### config.mk
export PLATFORM = sky130hd
export DESIGN_NAME = strobe_port_irq
export DESIGN_NICKNAME = d
export VERILOG_FILES = /design/src/rtl/sport_pkg.sv /design/src/rtl/sport_sync.sv /design/src/rtl/sport_lane.sv /design/src/rtl/strobe_port_irq.sv
export SDC_FILE = /design/constraint.sdc
export NUM_CORES = 1
export LEC_CHECK = 0
export ABC_AREA = 0
export CAP_MARGIN = 40
export CORE_MARGIN = 2
export CORE_UTILIZATION = 43
export CTS_BUF_LIST = sky130_fd_sc_hd__clkbuf_4
export DETAILED_ROUTE_END_ITERATION = 6
export GPL_TIMING_DRIVEN = 0
export PLACE_DENSITY = 0.71
export SLEW_MARGIN = 30
export SYNTH_ARGS = -nofsm -noshare
export SYNTH_HDL_FRONTEND = slang
export SYNTH_HIERARCHICAL = 1
export SYNTH_SLANG_ARGS = --single-unit
### constraint.sdc
create_clock -name clk -period 5.3 [get_ports clk]
set_clock_uncertainty 0.1 [all_clocks]
set_input_delay 1.59 -clock clk [delete_from_list [all_inputs] [get_ports clk]]
set_output_delay 1.59 -clock clk [all_outputs]
set_load 0.01 [all_outputs]
### src/rtl/sport_pkg.sv
package sport_pkg;
    localparam int NPORT    = 2;
    localparam int ADDR_W   = 2;

    localparam logic [ADDR_W-1:0] A_PORTA = 2'd0;
    localparam logic [ADDR_W-1:0] A_PORTB = 2'd1;
    localparam logic [ADDR_W-1:0] A_CTRL  = 2'd2;
    localparam logic [ADDR_W-1:0] A_STAT  = 2'd3;

    // control layout: {mode, pol[1:0], dir[1:0]}
    typedef struct packed {
        logic             mode;
        logic [NPORT-1:0] pol;
        logic [NPORT-1:0] dir;
    } ctl_t;

    localparam int CTL_W = $bits(ctl_t);
endpackage

### src/rtl/sport_sync.sv
module sport_sync #(
    parameter int W      = 1,
    parameter int STAGES = 2
) (
    input  logic         clk,
    input  logic         rst_n,
    input  logic [W-1:0] d,
    output logic [W-1:0] q
);
    logic [W-1:0] chain_q [STAGES];

    generate
        for (genvar s = 0; s < STAGES; s++) begin : g_stage
            always_ff @(posedge clk or negedge rst_n) begin
                if (!rst_n) chain_q[s] <= '0;
                else if (s == 0) chain_q[s] <= d;
                else chain_q[s] <= chain_q[(s == 0) ? 0 : s-1];
            end
        end
    endgenerate

    assign q = chain_q[STAGES-1];
endmodule

### src/rtl/sport_lane.sv
module sport_lane #(
    parameter int DW = 8
) (
    input  logic          clk,
    input  logic          rst_n,
    input  logic [DW-1:0] pin_in,
    input  logic          strobe_raw,
    input  logic          pol,
    input  logic          dir_out,
    input  logic          out_wr,
    input  logic [DW-1:0] wdata,
    input  logic          clr_evt,
    output logic [DW-1:0] data_q,
    output logic [DW-1:0] out_q,
    output logic          flag_q
);
    typedef struct packed {
        logic          cap;
        logic [DW-1:0] data;
        logic [DW-1:0] outl;
        logic          flag;
    } lane_t;

    lane_t st_d, st_q;
    logic  stb_s;
    logic  cap;
    logic  rise;

    sport_sync #(.W(1), .STAGES(2)) u_sync (
        .clk   (clk),
        .rst_n (rst_n),
        .d     (strobe_raw),
        .q     (stb_s)
    );

    always_comb begin
        cap  = stb_s ^ pol;
        rise = cap & ~st_q.cap;
        st_d = st_q;
        st_d.cap = cap;
        if (!cap) st_d.data = pin_in;
        if (out_wr) st_d.outl = wdata;
        if (clr_evt) st_d.flag = 1'b0;
        if (rise && !dir_out) st_d.flag = 1'b1;   // set wins
    end

    always_ff @(posedge clk or negedge rst_n) begin
        if (!rst_n) st_q <= '0;
        else        st_q <= st_d;
    end

    assign data_q = st_q.data;
    assign out_q  = st_q.outl;
    assign flag_q = st_q.flag;

    // capture edge on an input port sets the flag, even against a clear
    p_edge_sets_flag_r9: assert property (@(posedge clk) disable iff (!rst_n)
        (!dir_out && cap && !st_q.cap) |=> flag_q);

    // output port cannot raise a flag
    p_out_no_flag_r5: assert property (@(posedge clk) disable iff (!rst_n)
        (dir_out && !flag_q) |=> !flag_q);

    // transparent while capture level low
    p_transparent_r2: assert property (@(posedge clk) disable iff (!rst_n)
        (!cap) |=> (data_q == $past(pin_in)));

    // frozen while capture level high
    p_hold_r3: assert property (@(posedge clk) disable iff (!rst_n)
        cap |=> $stable(data_q));
endmodule

### src/rtl/strobe_port_irq.sv
module strobe_port_irq
    import sport_pkg::*;
#(
    parameter int DW = 8
) (
    input  logic              clk,
    input  logic              rst_n,
    input  logic [ADDR_W-1:0] addr,
    input  logic              wr_en,
    input  logic              rd_en,
    input  logic [DW-1:0]     wdata,
    output logic [DW-1:0]     rdata,
    input  logic [DW-1:0]     pa_in,
    output logic [DW-1:0]     pa_out,
    output logic              pa_oe,
    input  logic              stb_a,
    input  logic [DW-1:0]     pb_in,
    output logic [DW-1:0]     pb_out,
    output logic              pb_oe,
    input  logic              stb_b,
    input  logic              wc_done,
    output logic              irq_oe
);
    localparam int EN_W = NPORT + 1;

    typedef struct packed {
        ctl_t            ctl;
        logic [EN_W-1:0] en;
    } regs_t;

    regs_t rg_d, rg_q;

    logic [DW-1:0]    pin_arr  [NPORT];
    logic [DW-1:0]    data_arr [NPORT];
    logic [DW-1:0]    out_arr  [NPORT];
    logic [NPORT-1:0] stb_arr;
    logic [NPORT-1:0] flag;
    logic [NPORT-1:0] clr_evt;
    logic [NPORT-1:0] out_wr;
    logic             stat_wr;

    assign pin_arr[0] = pa_in;
    assign pin_arr[1] = pb_in;
    assign stb_arr    = {stb_b, stb_a};
    assign stat_wr    = wr_en && (addr == A_STAT);

    generate
        for (genvar i = 0; i < NPORT; i++) begin : g_lane
            always_comb begin
                out_wr[i]  = wr_en && (addr == ADDR_W'(i));
                clr_evt[i] = rg_q.ctl.mode ? (stat_wr && !wdata[i])
                                           : (rd_en && (addr == ADDR_W'(i)));
            end

            sport_lane #(.DW(DW)) u_lane (
                .clk        (clk),
                .rst_n      (rst_n),
                .pin_in     (pin_arr[i]),
                .strobe_raw (stb_arr[i]),
                .pol        (rg_q.ctl.pol[i]),
                .dir_out    (rg_q.ctl.dir[i]),
                .out_wr     (out_wr[i]),
                .wdata      (wdata),
                .clr_evt    (clr_evt[i]),
                .data_q     (data_arr[i]),
                .out_q      (out_arr[i]),
                .flag_q     (flag[i])
            );

            // interrupt persists while flag and enable stay
            p_irq_hold_r6: assert property (@(posedge clk) disable iff (!rst_n)
                (flag[i] && rg_q.en[i] && !clr_evt[i] && !stat_wr) |=> irq_oe);

            // mode 0: status writes never clear a flag
            p_mode0_wr_r8: assert property (@(posedge clk) disable iff (!rst_n)
                (!rg_q.ctl.mode && stat_wr && flag[i] && !rd_en) |=> flag[i]);
        end
    endgenerate

    always_comb begin
        rg_d = rg_q;
        if (wr_en && addr == A_CTRL) rg_d.ctl = ctl_t'(wdata[CTL_W-1:0]);
        if (stat_wr)                 rg_d.en  = wdata[NPORT +: EN_W];
    end

    always_ff @(posedge clk or negedge rst_n) begin
        if (!rst_n) rg_q <= '0;
        else        rg_q <= rg_d;
    end

    always_comb begin
        rdata = '0;
        case (addr)
            A_PORTA: rdata = rg_q.ctl.dir[0] ? out_arr[0] : data_arr[0];
            A_PORTB: rdata = rg_q.ctl.dir[1] ? out_arr[1] : data_arr[1];
            A_CTRL:  rdata[CTL_W-1:0] = rg_q.ctl;
            default: rdata[NPORT+EN_W:0] = {wc_done, rg_q.en, flag};
        endcase
    end

    assign irq_oe = |({wc_done, flag} & rg_q.en);
    assign pa_out = out_arr[0];
    assign pb_out = out_arr[1];
    assign pa_oe  = rg_q.ctl.dir[0];
    assign pb_oe  = rg_q.ctl.dir[1];

    // write-complete source gated by its enable
    p_wc_src_r6: assert property (@(posedge clk) disable iff (!rst_n)
        (wc_done && rg_q.en[NPORT] && !stat_wr) |=> (irq_oe || !wc_done));
endmodule

==> results of run 1 <==
where the power goes:
part | internal [W] | leakage, nW | switching [W] | total (W)
Combinational | 0.000298 | 0.753 | 0.000150 | 0.000447
Clock | 0.0000984 | 0.0412 | 0.000118 | 0.000217
Sequential | 0.000447 | 0.563 | 0.0000550 | 0.000502
placed cells by master (no fill, tap or decap), types with 5 or more instances in the layout:
cell type and instances:
a211oi_1 5, buf_4 33, clkbuf_4 5, clkdlybuf4s50_1 57, dfrtp_1 48, mux2_2 44
per-layer routing:
metal,global-route usage [%],vias up
met3,4.98,10
met5,0,-
met2,26.1,56
met1,22.8,779
met4,5.34,0
li1,-,743
through the flow:
stage	util (%)	instances	power [W]
3_5_place_dp	56.7	312	0.000962
4_1_cts	58.2	320	0.00118
6_report	58.2	320	0.00117
3_3_place_gp	56.8	312	0.000956
5_1_grt	58.2	320	0.00124
2_1_floorplan	-	182	0.000786
area by class of cell:
| class | count | area, µm² |
|---|---|---|
| well taps | 72 | 90.1 |
| fillers | 474 | 2300 |
| multi-input cells | 91 | 957 |
| clock inverters | 3 | 42.5 |
| repair buffers | 58 | 578 |
| clock buffers | 5 | 37.5 |
| flip-flops and latches | 48 | 1200 |
| inverters | 4 | 15.0 |
| plain buffers | 39 | 283 |
worst max-delay path: stages:
cell             delay [ns]
clkdlybuf4s50_1        0.56
clkbuf_1               0.36
nand2_1                0.09
a31oi_1                0.18
a21o_1                 0.12
clkdlybuf4s50_1        0.54
flip-flops by register name, summed over array words and instances (netlist names):
| signal | flops |
|---|---|
| g_lane.u_lane/u_sync/q | 2 |
| pb_oe | 1 |
| rg_q | 6 |
| g_lane.u_lane/st_q | 2 |
| pa_oe | 1 |
| g_lane.u_lane/u_sync/chain_q | 2 |
| g_lane.u_lane/flag_q | 2 |
| g_lane.u_lane/out_q | 16 |
| g_lane.u_lane/data_q | 16 |
worst max path at each step:
stage	slack (ns)	endpoint	depth (start not counted)	from
2_1_floorplan	1.14	rdata[6]	4	addr[0]
3_3_place_gp	0.21	rdata[0]	6	addr[1]
3_5_place_dp	0.20	rdata[0]	6	addr[1]
4_1_cts	0.19	rdata[0]	6	addr[1]
5_1_grt	0.004	rdata[0]	6	addr[1]
6_report	0.19	rdata[0]	6	addr[1]
cell families (layout without fill, tap and decap cells):
family / Yosys count / count (layout) / share of synthesized area, %
xor gates and xnor gates: 2 / 2 / 2.24
buffers and inverters: 43 / 109 / 12.1
DFF: 48 / 48 / 48.9
and+or+nand+nor: 18 / 18 / 4.48
muxes: 56 / 56 / 27.8
AOI/OAI and AO/OA: 15 / 15 / 4.48
==> results_dict.tcl, run 1 <==
set metrics [dict create \
    outcome "finished, final reports clean" \
    post-place-ws_ns 0.196 \
    gp_congestion 0.832 \
    worst_pin_slew_ns 0.600 \
    core_area_um2 5510 \
    clk_pin_slew_worst_paths_ns 0.14 \
    vias 1588 \
    drv_slew 0 \
    cts_setup_buffers 0 \
    netlist_area_um2 2460 \
    yosys-top-cells-count "48 x dfrtp_1, 44 x mux2_2, 32 x buf_4, 5 x a211oi_1" \
    crit_type "input pin to output pin" \
    r2r-end "g_lane[0].u_lane/flag_q" \
    synthTopCellsByArea "dfrtp_1 49%, mux2_2 20%, buf_4 9.8%, mux4_2 3.7%, xor2_4 2.2%" \
    grt_usage_pct 16.8 \
    antenna_left 0 \
    synthArstFlopShare_pct 100 \
    ys_ff_latch 48 \
    io_pins 60 \
    grt_pass1_vias 1617 \
    dr_wl_met2_um 2230 \
    critPathMaxFanout 10 \
    synth-seq-area-share_pct 48.9 \
    placed_area_um2 3120 \
    cts_root_buffer "clkbuf_4" \
    drc_errors 0 \
    drive_gt1_share_pct 40.7 \
    clk_latency_ns 0.36 \
    critPathLaunchType "input pin" \
    h-tree-depth 2 \
    syn_to_final_growth_pct 30.5 \
    power.density_nw_per_um2 364 \
    clk_path_buf_depth 2 \
    hold_path.class "register to register" \
    start_util_pct 44.6 \
    slew_headroom_pct 60.0 \
    n_antenna_cell 0 \
    hpwl_um 3630 \
    nets 280 \
    dominantRegCellSynth "dfrtp_1" \
    vias_per_cell 4.96 \
    worstHoldStart "g_lane[1].u_lane/u_sync/chain_q[1]" \
    cts_hold_buf 0 \
    drt_pass1_iterations 6 \
    std_cell_rows 27 \
    first_iter_violations 72 \
    vdd_drop_max_v 0.000157 \
    p_leak_nw 1.36 \
    wl_per_cell_um 15.5 \
    endpoint_kind "output pin" \
    hold_viol 0 \
    fmax_mhz 196 \
    overflow 0 \
    cp.arrival_ns 3.42 \
    synth_top_area_cell "dfrtp_1" \
    grt_pass1_wl_um 8020 \
    cts_num_sinks 48 \
    timing.rr.start "rg_q[7]" \
    timing.hold.ws_ns 0.274 \
    holdPathStages 0 \
    synth_cell_types 32 \
    timing.final.crit_share_pct 96.5 \
    synth_top_cell_area_share_pct 48.9 \
    fp.dieH_um 79.6 \
    grt_max_degree 49 \
    r2r_slack_ns 3.66 \
    yosysMostFrequentCell "dfrtp_1" \
    die_w_um 79.6 \
    top_layer "met4" \
    reg2reg_depth 4 \
    syn_nets 215 \
    maxCapViolCount 0 \
    yosysWarnings 6 \
    rsz0062_at_grt "no" \
    cts_resized 0 \
    finalWorstSetupSlack_ns 0.186 \
    fin_tns_setup_ns 0 \
    port-buffer-count 58 \
    worstPathRequired_ns 3.61 \
    wl_met3_um 343 \
    min_to "g_lane[1].u_lane/u_sync/q" \
    antenna_found_initial 0 \
    die_area_um2 6330 \
    synthCells 182 \
    tritoncts "done" \
    synth_edf_count 0 \
    design_area_um2 3200 \
    cts_buffers 5 \
    period_needed_ns 5.11 \
    setup_viol 0 \
    drt-total-wl_um 4950 \
    syn_avg_cell_area_um2 13.5 \
    wl_met1_um 2300 \
]
No activity file was read; power rests on OpenSTA's default activity.
==> inputs of run 2 (changes only) <==
--- a/config.mk
+++ b/config.mk
@@ -13,6 +13,7 @@
 export DETAILED_ROUTE_END_ITERATION = 6
 export GPL_TIMING_DRIVEN = 0
 export PLACE_DENSITY = 0.71
+export RECOVER_POWER = 100
 export SLEW_MARGIN = 30
 export SYNTH_ARGS = -nofsm -noshare
 export SYNTH_HDL_FRONTEND = slang
==> constraint.sdc (replaced) <==
create_clock -name clk -period 5.7 [get_ports clk]
set_clock_uncertainty 0.1 [all_clocks]
set_input_delay 1.71 -clock clk [delete_from_list [all_inputs] [get_ports clk]]
set_output_delay 1.71 -clock clk [all_outputs]
set_load 0.01 [all_outputs]
==> results_dict.tcl, run 2 (synthesis gave the netlist of run 1 again) <==
set metrics [dict create \
    h-tree-depth 2 \
    fill_cells 478 \
    cts_setup_buffers 0 \
    critPathLaunchType "input pin" \
    mostFrequentLayoutCells "48 x dfrtp_1, 45 x dlygate4sd3_1, 44 x mux2_2, 32 x buf_4, 12 x clkdlybuf4s50_1" \
    hold_path.class "register to register" \
    critPathMaxFanout 6 \
    n_antenna_cell 0 \
    post-place-ws_ns 0.356 \
    fmax_mhz 184 \
    violations "capacitance limit, slew limit" \
    hold_viol 0 \
    worstPathRequired_ns 3.89 \
    nets 280 \
    power_w 0.00106 \
    cts_resized 0 \
    area.sequential_um2 1200 \
    die_area_um2 6330 \
    grt_pass1_wl_um 8020 \
    cp.arrival_ns 3.62 \
    endpoint_kind "output pin" \
    multi_input_comb_area_um2 920 \
    pwr-share-comb_pct 37.2 \
    clk_pin_slew_worst_paths_ns 0.14 \
    crit_type "input pin to output pin" \
    power.density_nw_per_um2 334 \
    drt-total-wl_um 4930 \
    vias_per_cell 4.99 \
    core_area_um2 5510 \
    switching_share_pct 27.8 \
    hpwl_um 3630 \
    rsz0062_at_grt "no" \
    grt_max_degree 49 \
    drv_slew 49 \
    cts_hold_buf 0 \
    clkPwrFrac_pct 19.0 \
    io_pins 60 \
    die_w_um 79.6 \
    vdd_drop_max_v 0.000145 \
    fp.dieH_um 79.6 \
    post-route-util_pct 57.4 \
    cts_buffers 5 \
    antenna_found_initial 0 \
    drc_errors 0 \
    cts_root_buffer "clkbuf_4" \
    design_area_um2 3160 \
    placed_area_um2 3120 \
    drt_pass1_iterations 6 \
    finalWorstSetupSlack_ns 0.265 \
    outcome "finished with violations" \
    antenna_left 0 \
    switchingPower_w 0.000293 \
    gp_congestion 0.832 \
    first_iter_violations 72 \
    fin_tns_setup_ns 0 \
    p_leak_nw 1.37 \
    overflow 0 \
    wl_met1_um 2260 \
    cts_num_sinks 48 \
    vias 1597 \
    wl_met3_um 351 \
    drive_gt1_share_pct 39.5 \
    clk_path_buf_depth 2 \
    p_int_w 0.000763 \
    worst_pin_slew_ns 2.52 \
    dr_wl_met2_um 2230 \
    timing.final.crit_share_pct 95.3 \
    clk_latency_ns 0.36 \
    wl_per_cell_um 15.4 \
    setup_viol 0 \
    period_needed_ns 5.43 \
    slew_headroom_pct -68.2 \
    p_seq_share_pct 43.8 \
    std_cell_rows 27 \
    top_layer "met4" \
    grt_usage_pct 16.8 \
    syn_to_final_growth_pct 28.8 \
    holdPathStages 0 \
    tritoncts "done" \
    start_util_pct 44.6 \
    maxCapViolCount 1 \
    reg2reg_depth 2 \
    grt_pass1_vias 1617 \
    port-buffer-count 58 \
    final_common_cell "dfrtp_1" \
]
## run 2: changes by cell type in the layout (fill, tap and decap cells not counted)
cell / delta
clkdlybuf4s50_1: -45
clkbuf_1: +1
buf_4: -1
xor2_4: -2
xor2_1: +2
dlygate4sd3_1: +45
## run 2: power by group through the flow
stage | registers (W) | logic [W] | clock network (W)
after floorplan | 0.000460 | 0.000270 | 0
after detailed placement | 0.000475 | 0.000420 | 0
after global routing | 0.000474 | 0.000427 | 0.000222
after global placement | 0.000472 | 0.000417 | 0
after CTS | 0.000467 | 0.000422 | 0.000207
final | 0.000463 | 0.000392 | 0.000201
## run 2: worst max-delay path, cell delays in order
cell             delay [ns]
dlygate4sd3_1          0.61
or3b_2                 0.48
a31oi_1                0.17
a21o_1                 0.12
clkdlybuf4s50_1        0.54
## run 2: layout make-up
type | instances | share of cell area, %
sequential | 48 | 38.0
multi-input combinational | 91 | 29.1
timing repair buffer | 58 | 18.2
buffer | 39 | 8.94
tap | 72 | 2.85
clock inverter | 3 | 1.34
clock buffer | 5 | 1.19
inverter | 4 | 0.475
## run 2: path summary, 6_finish.rpt
kind | from | endpoint | slack [ns]
worst max-delay path | addr[1] | rdata[0] | 0.27
worst max register to register | rg_q[6] | g_lane[1].u_lane/data_q[0] | 3.88
max in group asynchronous | rst_n | g_lane[0].u_lane/out_q[5] | 2.07
worst min-delay path | g_lane[1].u_lane/u_sync/chain_q[1] | g_lane[1].u_lane/u_sync/q | 0.27
min in group asynchronous | rst_n | g_lane[1].u_lane/u_sync/q | 2.01
worst min register to register | g_lane[1].u_lane/u_sync/chain_q[1] | g_lane[1].u_lane/u_sync/q | 0.27
## run 2: per-layer routing
| layer | vias to the layer above | global-route usage [%] |
|---|---|---|
| met5 | - | 0 |
| met4 | 0 | 5.34 |
| met3 | 8 | 4.98 |
| met2 | 62 | 26.1 |
| met1 | 783 | 22.8 |
| li1 | 744 | - |
## run 2: metrics by stage
| step | hold WS (ns) | instances |
|---|---|---|
| CTS | 0.277 | 320 |
| floorplan | 0.231 | 182 |
| global route | 0.280 | 320 |
| detailed placement | 0.244 | 312 |
| global placement | 0.236 | 312 |
| finish | 0.274 | 320 |
